<file path="src/rtl/blkexp_pkg.sv">
package blkexp_pkg;
  // How a finished block maps onto the next stage's entries.
  typedef enum logic {
    WR_SPLIT = 1'b0,  // block divides into two children
    WR_HOLD  = 1'b1   // block count capped: block keeps its slot
  } wr_mode_e;
endpackage

</file>
<file path="src/rtl/blkexp_child.sv">
module blkexp_child #(
  parameter int EXP_W = 4
) (
  input  logic [EXP_W-1:0] par_exp_i,
  input  logic             flag_i,
  output logic [EXP_W-1:0] exp_o
);
  localparam logic [EXP_W-1:0] EXP_MAX = {EXP_W{1'b1}};

  // Exponent grows by one per scaled stage, clamped at the top code.
  always_comb begin
    if (!flag_i)                exp_o = par_exp_i;
    else if (par_exp_i == EXP_MAX) exp_o = EXP_MAX;
    else                        exp_o = par_exp_i + 1'b1;
  end
endmodule

</file>
<file path="src/rtl/blkexp_store.sv">
module blkexp_store #(
  parameter int EXP_W = 4,
  parameter int IDX_W = 2
) (
  input  logic             clk,
  input  logic             rst,
  input  logic             clr_i,
  input  logic             we_a_i,
  input  logic [IDX_W-1:0] idx_a_i,
  input  logic [EXP_W-1:0] exp_a_i,
  input  logic             flag_a_i,
  input  logic             we_b_i,
  input  logic [IDX_W-1:0] idx_b_i,
  input  logic [EXP_W-1:0] exp_b_i,
  input  logic             flag_b_i,
  input  logic [IDX_W-1:0] par_idx_i,
  output logic [EXP_W-1:0] par_exp_o,
  input  logic             rd_en_i,
  input  logic [IDX_W-1:0] rd_idx_i,
  output logic             rd_valid_o,
  output logic [EXP_W-1:0] rd_exp_o,
  output logic             rd_flag_o
);
  localparam int DEPTH = 1 << IDX_W;

  logic [EXP_W-1:0] exp_q  [DEPTH];
  logic             flag_q [DEPTH];

  // Parent exponent for the child calculators (pre-write value).
  assign par_exp_o = exp_q[par_idx_i];

  always_ff @(posedge clk) begin
    if (rst || clr_i) begin
      for (int i = 0; i < DEPTH; i++) begin
        exp_q[i]  <= '0;
        flag_q[i] <= 1'b0;
      end
    end else begin
      if (we_a_i) begin
        exp_q[idx_a_i]  <= exp_a_i;
        flag_q[idx_a_i] <= flag_a_i;
      end
      if (we_b_i) begin
        exp_q[idx_b_i]  <= exp_b_i;
        flag_q[idx_b_i] <= flag_b_i;
      end
    end
  end

  // Registered read port, read-before-write.
  always_ff @(posedge clk) begin
    if (rst) begin
      rd_valid_o <= 1'b0;
      rd_exp_o   <= '0;
      rd_flag_o  <= 1'b0;
    end else begin
      rd_valid_o <= rd_en_i;
      if (rd_en_i) begin
        rd_exp_o  <= exp_q[rd_idx_i];
        rd_flag_o <= flag_q[rd_idx_i];
      end
    end
  end
endmodule

</file>
<file path="src/rtl/blkexp_table.sv">
module blkexp_table
  import blkexp_pkg::*;
#(
  parameter int N_LOG2    = 10,
  parameter int BMAX_LOG2 = 2,
  localparam int EXP_W = $clog2(N_LOG2),
  localparam int STG_W = $clog2(N_LOG2),
  localparam int IDX_W = BMAX_LOG2
) (
  input  logic             clk,
  input  logic             rst,
  input  logic             start_i,
  input  logic             wr_en_i,
  input  logic [STG_W-1:0] wr_stage_i,
  input  logic [IDX_W-1:0] wr_idx_i,
  input  logic             wr_flag_a_i,
  input  logic             wr_flag_b_i,
  input  logic             rd_en_i,
  input  logic [IDX_W-1:0] rd_idx_i,
  output logic             rd_valid_o,
  output logic             rd_flag_o,
  output logic [EXP_W-1:0] rd_exp_o
);
  localparam int BMAX = 1 << BMAX_LOG2;

  wr_mode_e         mode;
  logic [IDX_W-1:0] span;
  logic [IDX_W-1:0] idx_b;
  logic [EXP_W-1:0] parent_exp;
  logic [1:0]       child_flag;
  logic [EXP_W-1:0] child_exp [2];

  // Splitting continues until the stage reaches the cap.
  assign mode  = (int'(wr_stage_i) < BMAX_LOG2) ? WR_SPLIT : WR_HOLD;
  // Distance to the upper child halves every stage.
  assign span  = IDX_W'((BMAX >> 1) >> wr_stage_i);
  assign idx_b = wr_idx_i + span;
  assign child_flag = {wr_flag_b_i, wr_flag_a_i};

  for (genvar c = 0; c < 2; c++) begin : g_child
    blkexp_child #(.EXP_W(EXP_W)) u_child (
      .par_exp_i (parent_exp),
      .flag_i    (child_flag[c]),
      .exp_o     (child_exp[c])
    );
  end

  blkexp_store #(.EXP_W(EXP_W), .IDX_W(IDX_W)) u_store (
    .clk        (clk),
    .rst        (rst),
    .clr_i      (start_i),
    .we_a_i     (wr_en_i),
    .idx_a_i    (wr_idx_i),
    .exp_a_i    (child_exp[0]),
    .flag_a_i   (wr_flag_a_i),
    .we_b_i     (wr_en_i && (mode == WR_SPLIT)),
    .idx_b_i    (idx_b),
    .exp_b_i    (child_exp[1]),
    .flag_b_i   (wr_flag_b_i),
    .par_idx_i  (wr_idx_i),
    .par_exp_o  (parent_exp),
    .rd_en_i    (rd_en_i),
    .rd_idx_i   (rd_idx_i),
    .rd_valid_o (rd_valid_o),
    .rd_exp_o   (rd_exp_o),
    .rd_flag_o  (rd_flag_o)
  );
endmodule

</file>
<file path="config.mk">
export PLATFORM = sky130hd
export DESIGN_NAME = blkexp_table
export DESIGN_NICKNAME = d
export VERILOG_FILES = /design/src/rtl/blkexp_pkg.sv /design/src/rtl/blkexp_child.sv /design/src/rtl/blkexp_store.sv /design/src/rtl/blkexp_table.sv
export SDC_FILE = /design/constraint.sdc
export NUM_CORES = 1
export LEC_CHECK = 0
export ABC_AREA = 1
export BUFFER_PORTS_ARGS = -buffer_cell sky130_fd_sc_hd__buf_2
export CAP_MARGIN = 0
export CORE_MARGIN = 4
export CORE_UTILIZATION = 50
export DETAILED_ROUTE_END_ITERATION = 8
export PLACE_DENSITY = 0.67
export SYNTH_ARGS = -nofsm -noshare
export SYNTH_HDL_FRONTEND = slang
export SYNTH_SLANG_ARGS = --single-unit
</file>
<file path="constraint.sdc">
create_clock -name clk -period 3.3 [get_ports clk]
set_input_delay 0.165 -clock clk [delete_from_list [all_inputs] [get_ports clk]]
set_output_delay 0.165 -clock clk [all_outputs]
set_load 0.05 [all_outputs]
</file>
# [After elaboration in Yosys (flattened, before gate mapping)]
# Memories as Yosys holds them, arrays and structs flattened. A register that Yosys moved wholly into a read port is not among the register bits.
# Cells that the tools add are included.
[totals] register_bits=1 latchBits=0 mem_bits_rw=20 mem_bits_ro=0 inputBits=15 output_inout_bits=6 wordCells=37 n_memories=2
[op_classes] addsub=2 mul=0 div=0 magnitude_cmp=1 eq_ne=1 n_shift=1 mux=23 bitwise_logic=0 reduce_logical=6
[memory_table] memory="u_store.exp_q" words=4 word_bits=4 rd=2 rd_ports_with_merged_regs=1 wr=4 line="blkexp_store.sv:26" source="logic [EXP_W-1:0] exp_q [DEPTH];"
[memory_table] memory="u_store.flag_q" words=4 word_bits=1 rd=1 rd_ports_with_merged_regs=1 wr=4 line="blkexp_store.sv:27" source="logic flag_q [DEPTH];"
[op_table] operator="$mux W4" n=5
[op_table] operator="$mux W1" n=14
[op_table] operator="$mux W2" n=4
[op_table] operator="$reduce_or A4 Y1" n=2
[op_table] operator="$add A4 B1 Y4 const B" n=1
[op_table] operator="$eq A4 B4 Y1 const B" n=1
[op_table] operator="$lt A4 B2 Y1 const B" n=1
[op_table] operator="$shr A2 B4 Y2 const A" n=1
[op_table] operator="$add A2 B2 Y2" n=1
[op_table] operator="$reduce_or A1 Y1" n=2
[op_table] operator="$logic_and A1 B1 Y1" n=1
[op_table] operator="$logic_or A1 B1 Y1" n=1

# [Logic depth before layout (Yosys ltp)]
# Gate-level depths: netlist of run 1.
[logic_depth] ltp_word=7 depth_mapped=14 ltp_nobuf=14

# [By module]
# Synthesis of run 1 repeated with hierarchy kept, for this count alone.
[hier_totals] cells_unflattened=283 hier_area_um2=1888.1
[modules_own_cells] module="blkexp_store" instances=1 cells_each=218 area_each_um2=1589.0 seq_area_each_um2=720.7
[modules_own_cells] module="blkexp_child" instances=2 cells_each=20 area_each_um2=96.3 seq_area_each_um2=0.0
[modules_own_cells] module="blkexp_table" instances=1 cells_each=25 area_each_um2=106.4 seq_area_each_um2=0.0

# [Worst setup path after synthesis of run 1]
# No wires, ideal clock.
[synth_path] path_type="in2reg" start="in wr_stage_i[2]" end="mem u_store.exp_q[3][0] (enable)" setup_ns=0.318 arrival_time_ns=1.519 required_time_ns=2.982 setup_slack_ns=1.463 path_stages=11 path_buffers=0 cell_sequence="inv_1 > nand2_1 > nor2_1 > inv_1 > nor2_1 > ha_1 > xor2_4 > xor2_2 > nor2_2 > inv_2 > nand3_1"
[synth_lines] item="start, declared" line="blkexp_table.sv:14" source="input logic [STG_W-1:0] wr_stage_i,"
[synth_lines] item="end, declared" line="blkexp_store.sv:26"

==> summary.txt, run 1 <==
Outcome
  – Status: complete, no violations

Floorplanning
  – Core ar.: 3420 um^2
  – Die footprint: 4630 um^2
  – I/O pin total: 21
  – DIE HEIGHT: around 68 um
  – FP Rows: 21
  – Die Wd: 68.1 um
  – Initial Util: 52.8%

Routing
  – Routed via count: about 1700
  – WL final: 4340 um
  – DR pass1 iterations: 4
  – Routed len/inst: around 14 um
  – # DRC: 0
  – Via density per instance: 5.22
  – Initial drt markers: 183
  – Final ANT Viol Nets: 0

Power
  – Leakage: 0.000947 uW
  – Clock power share: 20.9%
  – Pwr/cell area: 345 nW/um^2
  – Switching pwr: 212 uW
  – Sw Share: 31.5%
  – Peak VDD IR: 162 uV
  – Combinational power share: 22.9%
  – Sequential fraction of design power: 56.2%
  – Internal power: approximately 460 uW

Yosys
  – Mapped Cells: between 200 and 300
  – Syn Std Cell Area: 1800 um^2
  – Yosys top cell by area: edfxtp_1
  – Library cells used by synthesis: 26
  – Top cell type's share of synthesized area: 33.3%
  – #FFs+latches synth: 26
  – Syn Area/Cell: between 7 and 8 um^2
  – Syn Nets: 273
  – Seq/Total Area, Yosys: 40.0%
  – YS warnings: 0
  – Top post-synthesis cells by area: edfxtp_1 33%, nand2_1 13%, nand3_1 11%

Critical path
  – Reg2reg start: u_store.exp_q[3][0]$_DFFE_PP_
  – Cell repeated most along the worst path: nand2_1
  – Flop2flop setup slack: 1.37 ns
  – CP Class: reg2reg
  – Required time of the critical path: ~3.4 ns
  – Reg2Reg Depth: 12
  – CP startpoint kind: flop
  – Crit path DAT: ~2.0 ns
  – CP cell instances: inv_1, nand2_1, nand3_1, nand2_1, ha_1, inv_1, and2_1, nand2_1, nand3_1, nand2_1, nand2_1, nand2_1
  – Reg-to-reg endpoint: u_store.exp_q[1][3]$_DFFE_PP_
  – Worst setup EP type: flop
  – Worst Path Max Fanout: 6
  – Crit path max-delay cell type: edfxtp_1
  – CP max stage delay: 0.43 ns

Clock network
  – Post-CTS Hold Fix Bufs: 0
  – CTS tree: built
  – Reg clk slew, reported paths: 0.14 ns
  – CTS Buf Count: 3
  – Root Driver: clkbuf_4
  – Worst-Skew Late Latency: 0.32 ns
  – Post-CTS setup buffers: 0
  – CTS max path bufs: 2
  – CTS Sinks: 26
  – Resize count post-CTS: 0
  – H-tree levels: 1

Layout
  – Post-Layout Cell Count: 321
  – Antenna fix cells: 0
  – Finished Cell Area: around 2000 um^2
  – Share of cells above drive strength 1: approximately 13%
  – Synth-to-layout area growth: 8.54%
  – Multi-input gate area: 876 um^2
  – Number of fill cells in the layout: about 350
  – Fin nets: 293
  – Register area: 721 um^2

Hold path
  – Hold Path Origin: rst
  – WHS Endpoint: u_store.rd_valid_o$_SDFF_PP0_
  – WHS Path Cells: 2
  – Hold Path Class: in2reg

GRT
  – Vias in the first global route: 1535
  – Aggregate global-route resource usage: 20.9%
  – GRT overflow: 0
  – First-pass GRT wire length: 7200 um
  – Initial antenna violation count: 0
  – Largest net degree at the start of global routing: 15

STA
  – Post-layout min period: 1.93 ns
  – Worst slew margin: 77.3%
  – Least-Margin Pin Slew: between 0.3 and 0.4 ns
  – Final worst clock skew: 0.0106 ns
  – Setup ws final: 1.37 ns
  – Final hold slack: 0.0987 ns
  – Tcrit/Tclk final: 58.4%
  – Unrepaired setup endpoints after global routing: false
  – # setup viols final: 0
  – TNS Setup: 0 ns
  – Fmax: 519 MHz
  – Final Hold Vio Count: 0
  – Slew Limit Fails: 0

Place
  – Post-DP HPWL: 3540 um
  – Routability cong.: 0.941
  – DP Area: 1930 um^2
  – Pre-CTS WS: 1.14 ns
  – Port-buffer cells: 20
  – DP Cell Count: between 300 and 400

Job
  – Maxcap violations: 0
==> registers in the layout, indices dropped and copies added, names as in the netlist <==
name / cells
u_store.exp_q: 16
u_store.flag_q: 4
u_store.rd_exp_o: 4
u_store.rd_flag_o: 1
u_store.rd_valid_o: 1
==> layout make-up <==
type | instances | area share, %
multi-input cells | 178 | 44.8
flip-flops and latches | 26 | 36.8
inverters | 47 | 9.02
repair buffers | 20 | 5.12
well taps | 46 | 2.94
clock buffers | 4 | 1.34
==> through the flow <==
stage / total power, uW / utilization (%)
after global routing: 714 / 57.3
final: 675 / 57.3
after detailed placement: 539 / 56.5
after global placement: 541 / 56.5
after floorplan: 497 / -
after CTS: 672 / 57.3
==> cells by family after synthesis <==
group / Yosys count / share of synthesized area [%]
flip-flops: 26 / 40.0
XOR/XNOR: 3 / 3.33
AND/OR/NAND/NOR: 130 / 31.4
AO/OA/AOI/OAI: 43 / 12.4
buffers and inverters: 52 / 11.5
adder cells (fa/ha/maj): 2 / 1.39
==> power by group through the flow <==
| stage | Combinational, uW | Sequential, uW | Clock, uW |
|---|---|---|---|
| 2_1_floorplan | 95.6 | 402 | 0 |
| 3_3_place_gp | 154 | 387 | 0 |
| 3_5_place_dp | 152 | 387 | 0 |
| 4_1_cts | 153 | 379 | 139 |
| 5_1_grt | 173 | 382 | 159 |
| 6_report | 154 | 379 | 141 |
==> routing by layer <==
metal | share of wire [%] | wire, um | track usage, % | vias to the layer above
met2 | 46 | 1990 | 32.4 | 54
met4 | 2.3 | 100 | 5.96 | 0
li1 | - | - | - | 869
met3 | 4.4 | 189 | 2.46 | 13
met1 | 47 | 2060 | 30.7 | 739
met5 | 0 | 0 | 0 | -
==> synth_stat cells <==
cell	instances
xor2_4	1
dfxtp_1	6
clkbuf_1	3
buf_6	1
xnor2_2	1
clkinv_1	2
o21ai_1	4
o22ai_1	4
o21ai_0	24
a21oi_1	10
nor3_1	1
and2_1	1
nand2_1	61
nand3_1	39
ha_1	2
nor2_4	2
xor2_2	1
edfxtp_1	20
inv_1	42
nand3b_1	1
buf_4	1
o21ai_2	1
nor2_2	2
nor2_1	22
nand2_2	1
inv_2	3
==> cell usage in the layout, fill, tap and decap left out <==
cell / Yosys / layout
inv_2: 3 / 3
inv_1: 42 / 42
a21oi_1: 10 / 10
nand3b_1: 1 / 1
o21ai_2: 1 / 1
clkbuf_1: 3 / 1
nand3_1: 39 / 39
o22ai_1: 4 / 4
and2_1: 1 / 1
nor2_1: 22 / 22
edfxtp_1: 20 / 20
nand2_1: 61 / 61
xnor2_2: 1 / 1
o21ai_0: 24 / 24
nor2_4: 2 / 2
dfxtp_1: 6 / 6
xor2_4: 1 / 1
clkinv_1: 2 / 2
buf_2: 0 / 20
nor2_2: 2 / 2
clkbuf_4: 0 / 3
ha_1: 2 / 2
xor2_2: 1 / 1
nand2_2: 1 / 1
o21ai_1: 4 / 4
nor3_1: 1 / 1
==> how the worst max path moves through the flow <==
stage	from	end	depth (start not counted)
2_1_floorplan	wr_stage_i[2]	u_store.exp_q[3][0]$_DFFE_PP_	11
3_3_place_gp	wr_stage_i[2]	u_store.exp_q[3][3]$_DFFE_PP_	12
3_5_place_dp	wr_stage_i[2]	u_store.exp_q[3][3]$_DFFE_PP_	12
4_1_cts	u_store.exp_q[3][0]$_DFFE_PP_	u_store.exp_q[1][3]$_DFFE_PP_	12
5_1_grt	u_store.exp_q[0][0]$_DFFE_PP_	u_store.exp_q[1][3]$_DFFE_PP_	12
6_report	u_store.exp_q[3][0]$_DFFE_PP_	u_store.exp_q[1][3]$_DFFE_PP_	12
==> worst max-delay path: cells and delay by family, from the launching register on <==
kind,cells,cell delay (ns)
buffers and inverters,2,0.16
AND/OR/NAND/NOR,9,0.86
flip-flops,1,0.43
adder cells (fa/ha/maj),1,0.24
Note: power is estimated with default switching activity, not from simulation.
==> run 2: changes to the inputs <==
==> constraint.sdc (replaced) <==
create_clock -name clk -period 1.8 [get_ports clk]
set_input_delay 0.09 -clock clk [delete_from_list [all_inputs] [get_ports clk]]
set_output_delay 0.09 -clock clk [all_outputs]
set_load 0.05 [all_outputs]
==> summary.txt, run 2 (synthesis gave the netlist of run 1 again) <==
Layout
  – Fin nets: 318
  – Most common cell after layout, fill and taps aside: nand2_1
  – Commonest non-fill, non-tap cells in the layout: 53 x nand2_1, 40 x inv_1, 34 x nand3_1, 25 x buf_4, 23 x o21ai_0
  – Share of cells above drive strength 1: 26.3%
  – Antenna fix cells: 0
  – Synth-to-layout area growth: 22.7%
  – Most flops, register: u_store.exp_q
  – Largest regs: u_store.exp_q: 16 flops, u_store.flag_q: 4 flops, u_store.rd_exp_o: 4 flops
  – Final core utilization: 64.8%
  – Post-Layout Cell Count: 346
  – Max reg flops: 16

Power
  – Switching pwr: 403 uW
  – Sw Share: between 30% and 40%
  – Internal power: between 800 and 900 uW
  – Clock power share: approximately a fifth
  – Sequential fraction of design power: 53.7%
  – Pwr/cell area: 585 nW/um^2
  – Peak VDD IR: between 200 and 300 uV
  – Combinational power share: 26.6%
  – Leakage: 0.00107 uW

STA
  – Final Hold Vio Count: 0
  – Slew Limit Fails: 0
  – Final worst clock skew: approximately 0.0037 ns
  – Tcrit/Tclk final: between 90% and 100%
  – Post-layout min period: 1.77 ns
  – Worst slew margin: 77.9%
  – Fmax: 566 MHz
  – TNS Setup: 0 ns
  – Unrepaired setup endpoints after global routing: true
  – # setup viols final: 0
  – Least-Margin Pin Slew: between 0.3 and 0.4 ns

Clock network
  – Root Driver: clkbuf_4
  – CTS max path bufs: 2
  – Worst-Skew Late Latency: 0.32 ns
  – Reg clk slew, reported paths: 0.13 ns
  – H-tree levels: 1
  – CTS Sinks: 26
  – Post-CTS Hold Fix Bufs: 0
  – CTS Buf Count: 3
  – CTS tree: built

Floorplanning
  – Core ar.: 3420 um^2
  – Initial Util: between 50 and 60%
  – Die footprint: about 4600 um^2
  – FP Rows: 21
  – DIE HEIGHT: approximately 70 um
  – Die Wd: 68.1 um
  – I/O pin total: 21

GRT
  – Largest net degree at the start of global routing: 15
  – First-pass GRT wire length: 7450 um
  – GRT overflow: 0
  – Vias in the first global route: 1602
  – Initial antenna violation count: 0
  – Aggregate global-route resource usage: 21.5%

Critical path
  – Worst Path Max Fanout: 4
  – Crit path DAT: 1.85 ns
  – Worst setup EP type: flop
  – Required time of the critical path: 1.89 ns
  – CP startpoint kind: flop
  – CP Class: reg2reg

Routing
  – Routed via count: 1780
  – WL final: 4560 um
  – DR pass1 iterations: 4
  – Routed len/inst: 13.2 um
  – Via density per instance: 5.14
  – Final ANT Viol Nets: 0
  – Initial drt markers: 118
  – # DRC: 0

Place
  – Port-buffer cells: 20
  – Routability cong.: ~0.96
  – DP Cell Count: 341
  – Post-DP HPWL: around 3700 um

Job
  – Maxcap violations: 0

Hold path
  – Hold Path Class: in2reg

Outcome
  – Status: complete, no violations
==> run 2: cell type report <==
type,instances,area [um^2]
repair buffers,45,288
multi-input cells,178,943
inverters,47,176
flip-flops and latches,26,721
well taps,46,57.6
fillers,326,1200
clock buffers,4,26.3
==> run 2: final timing paths <==
| check | cells after the start | start | to | slack (ns) |
|---|---|---|---|---|
| worst max-delay path | 12 | u_store.exp_q[1][1]$_DFFE_PP_ | u_store.exp_q[2][3]$_DFFE_PP_ | 0.03 |
| worst min-delay path | 2 | rst | u_store.rd_valid_o$_SDFF_PP0_ | 0.03 |
| worst max register to register | 12 | u_store.exp_q[1][1]$_DFFE_PP_ | u_store.exp_q[2][3]$_DFFE_PP_ | 0.03 |
| worst min register to register | 4 | u_store.rd_exp_o[2]$_SDFFE_PP0P_ | u_store.rd_exp_o[2]$_SDFFE_PP0P_ | 0.56 |
==> run 2: critical path: stages, from the launching register on <==
cell      delay (ns)
edfxtp_1        0.39
inv_1           0.10
nand2_1         0.08
nand3_2         0.11
nand2_2         0.09
ha_4            0.18
inv_1           0.06
and2_4          0.13
nand2_1         0.06
nand2_1         0.08
nand2_2         0.09
nand3_1         0.10
nand2_2         0.07
==> run 2: power by group through the flow <==
stage	sequential [uW]	clock (uW)	combinational [uW]
floorplan	737	0	175
global placement	708	0	319
detailed placement	709	0	321
CTS	695	264	325
global route	700	292	385
finish	695	254	345
==> run 2: timing repair <==
| item | in CTS | in global routing |
|---|---|---|
| gates cloned | 0 | 0 |
| setup buffers | 0 | 1 |
| gates resized for setup | 4 | 17 |
| pin swaps | 0 | 8 |
| setup endpoints to repair | 7 | 16 |
==> run 2: stage by stage <==
step / worst slack [ns] / area (um^2) / power (uW) / hold WS (ns)
after floorplan: 0.0381 / 1800 / 912 / 0.162
after global placement: -0.107 / 2110 / 1030 / 0.385
after detailed placement: -0.191 / 2110 / 1030 / 0.376
after CTS: 0.0137 / 2140 / 1280 / 0.0171
after global routing: -0.0377 / 2210 / 1380 / 0.0201
final: 0.0345 / 2210 / 1290 / 0.0295
==> run 2: routing by layer <==
metal  wire length, um  global-route usage, %  vias up
met4                55                   5.96        0
met1              2020                   28.8      793
met2              2210                   36.7       63
met5                 0                      0        -
met3               278                   2.46        6
li1                  -                      -      918
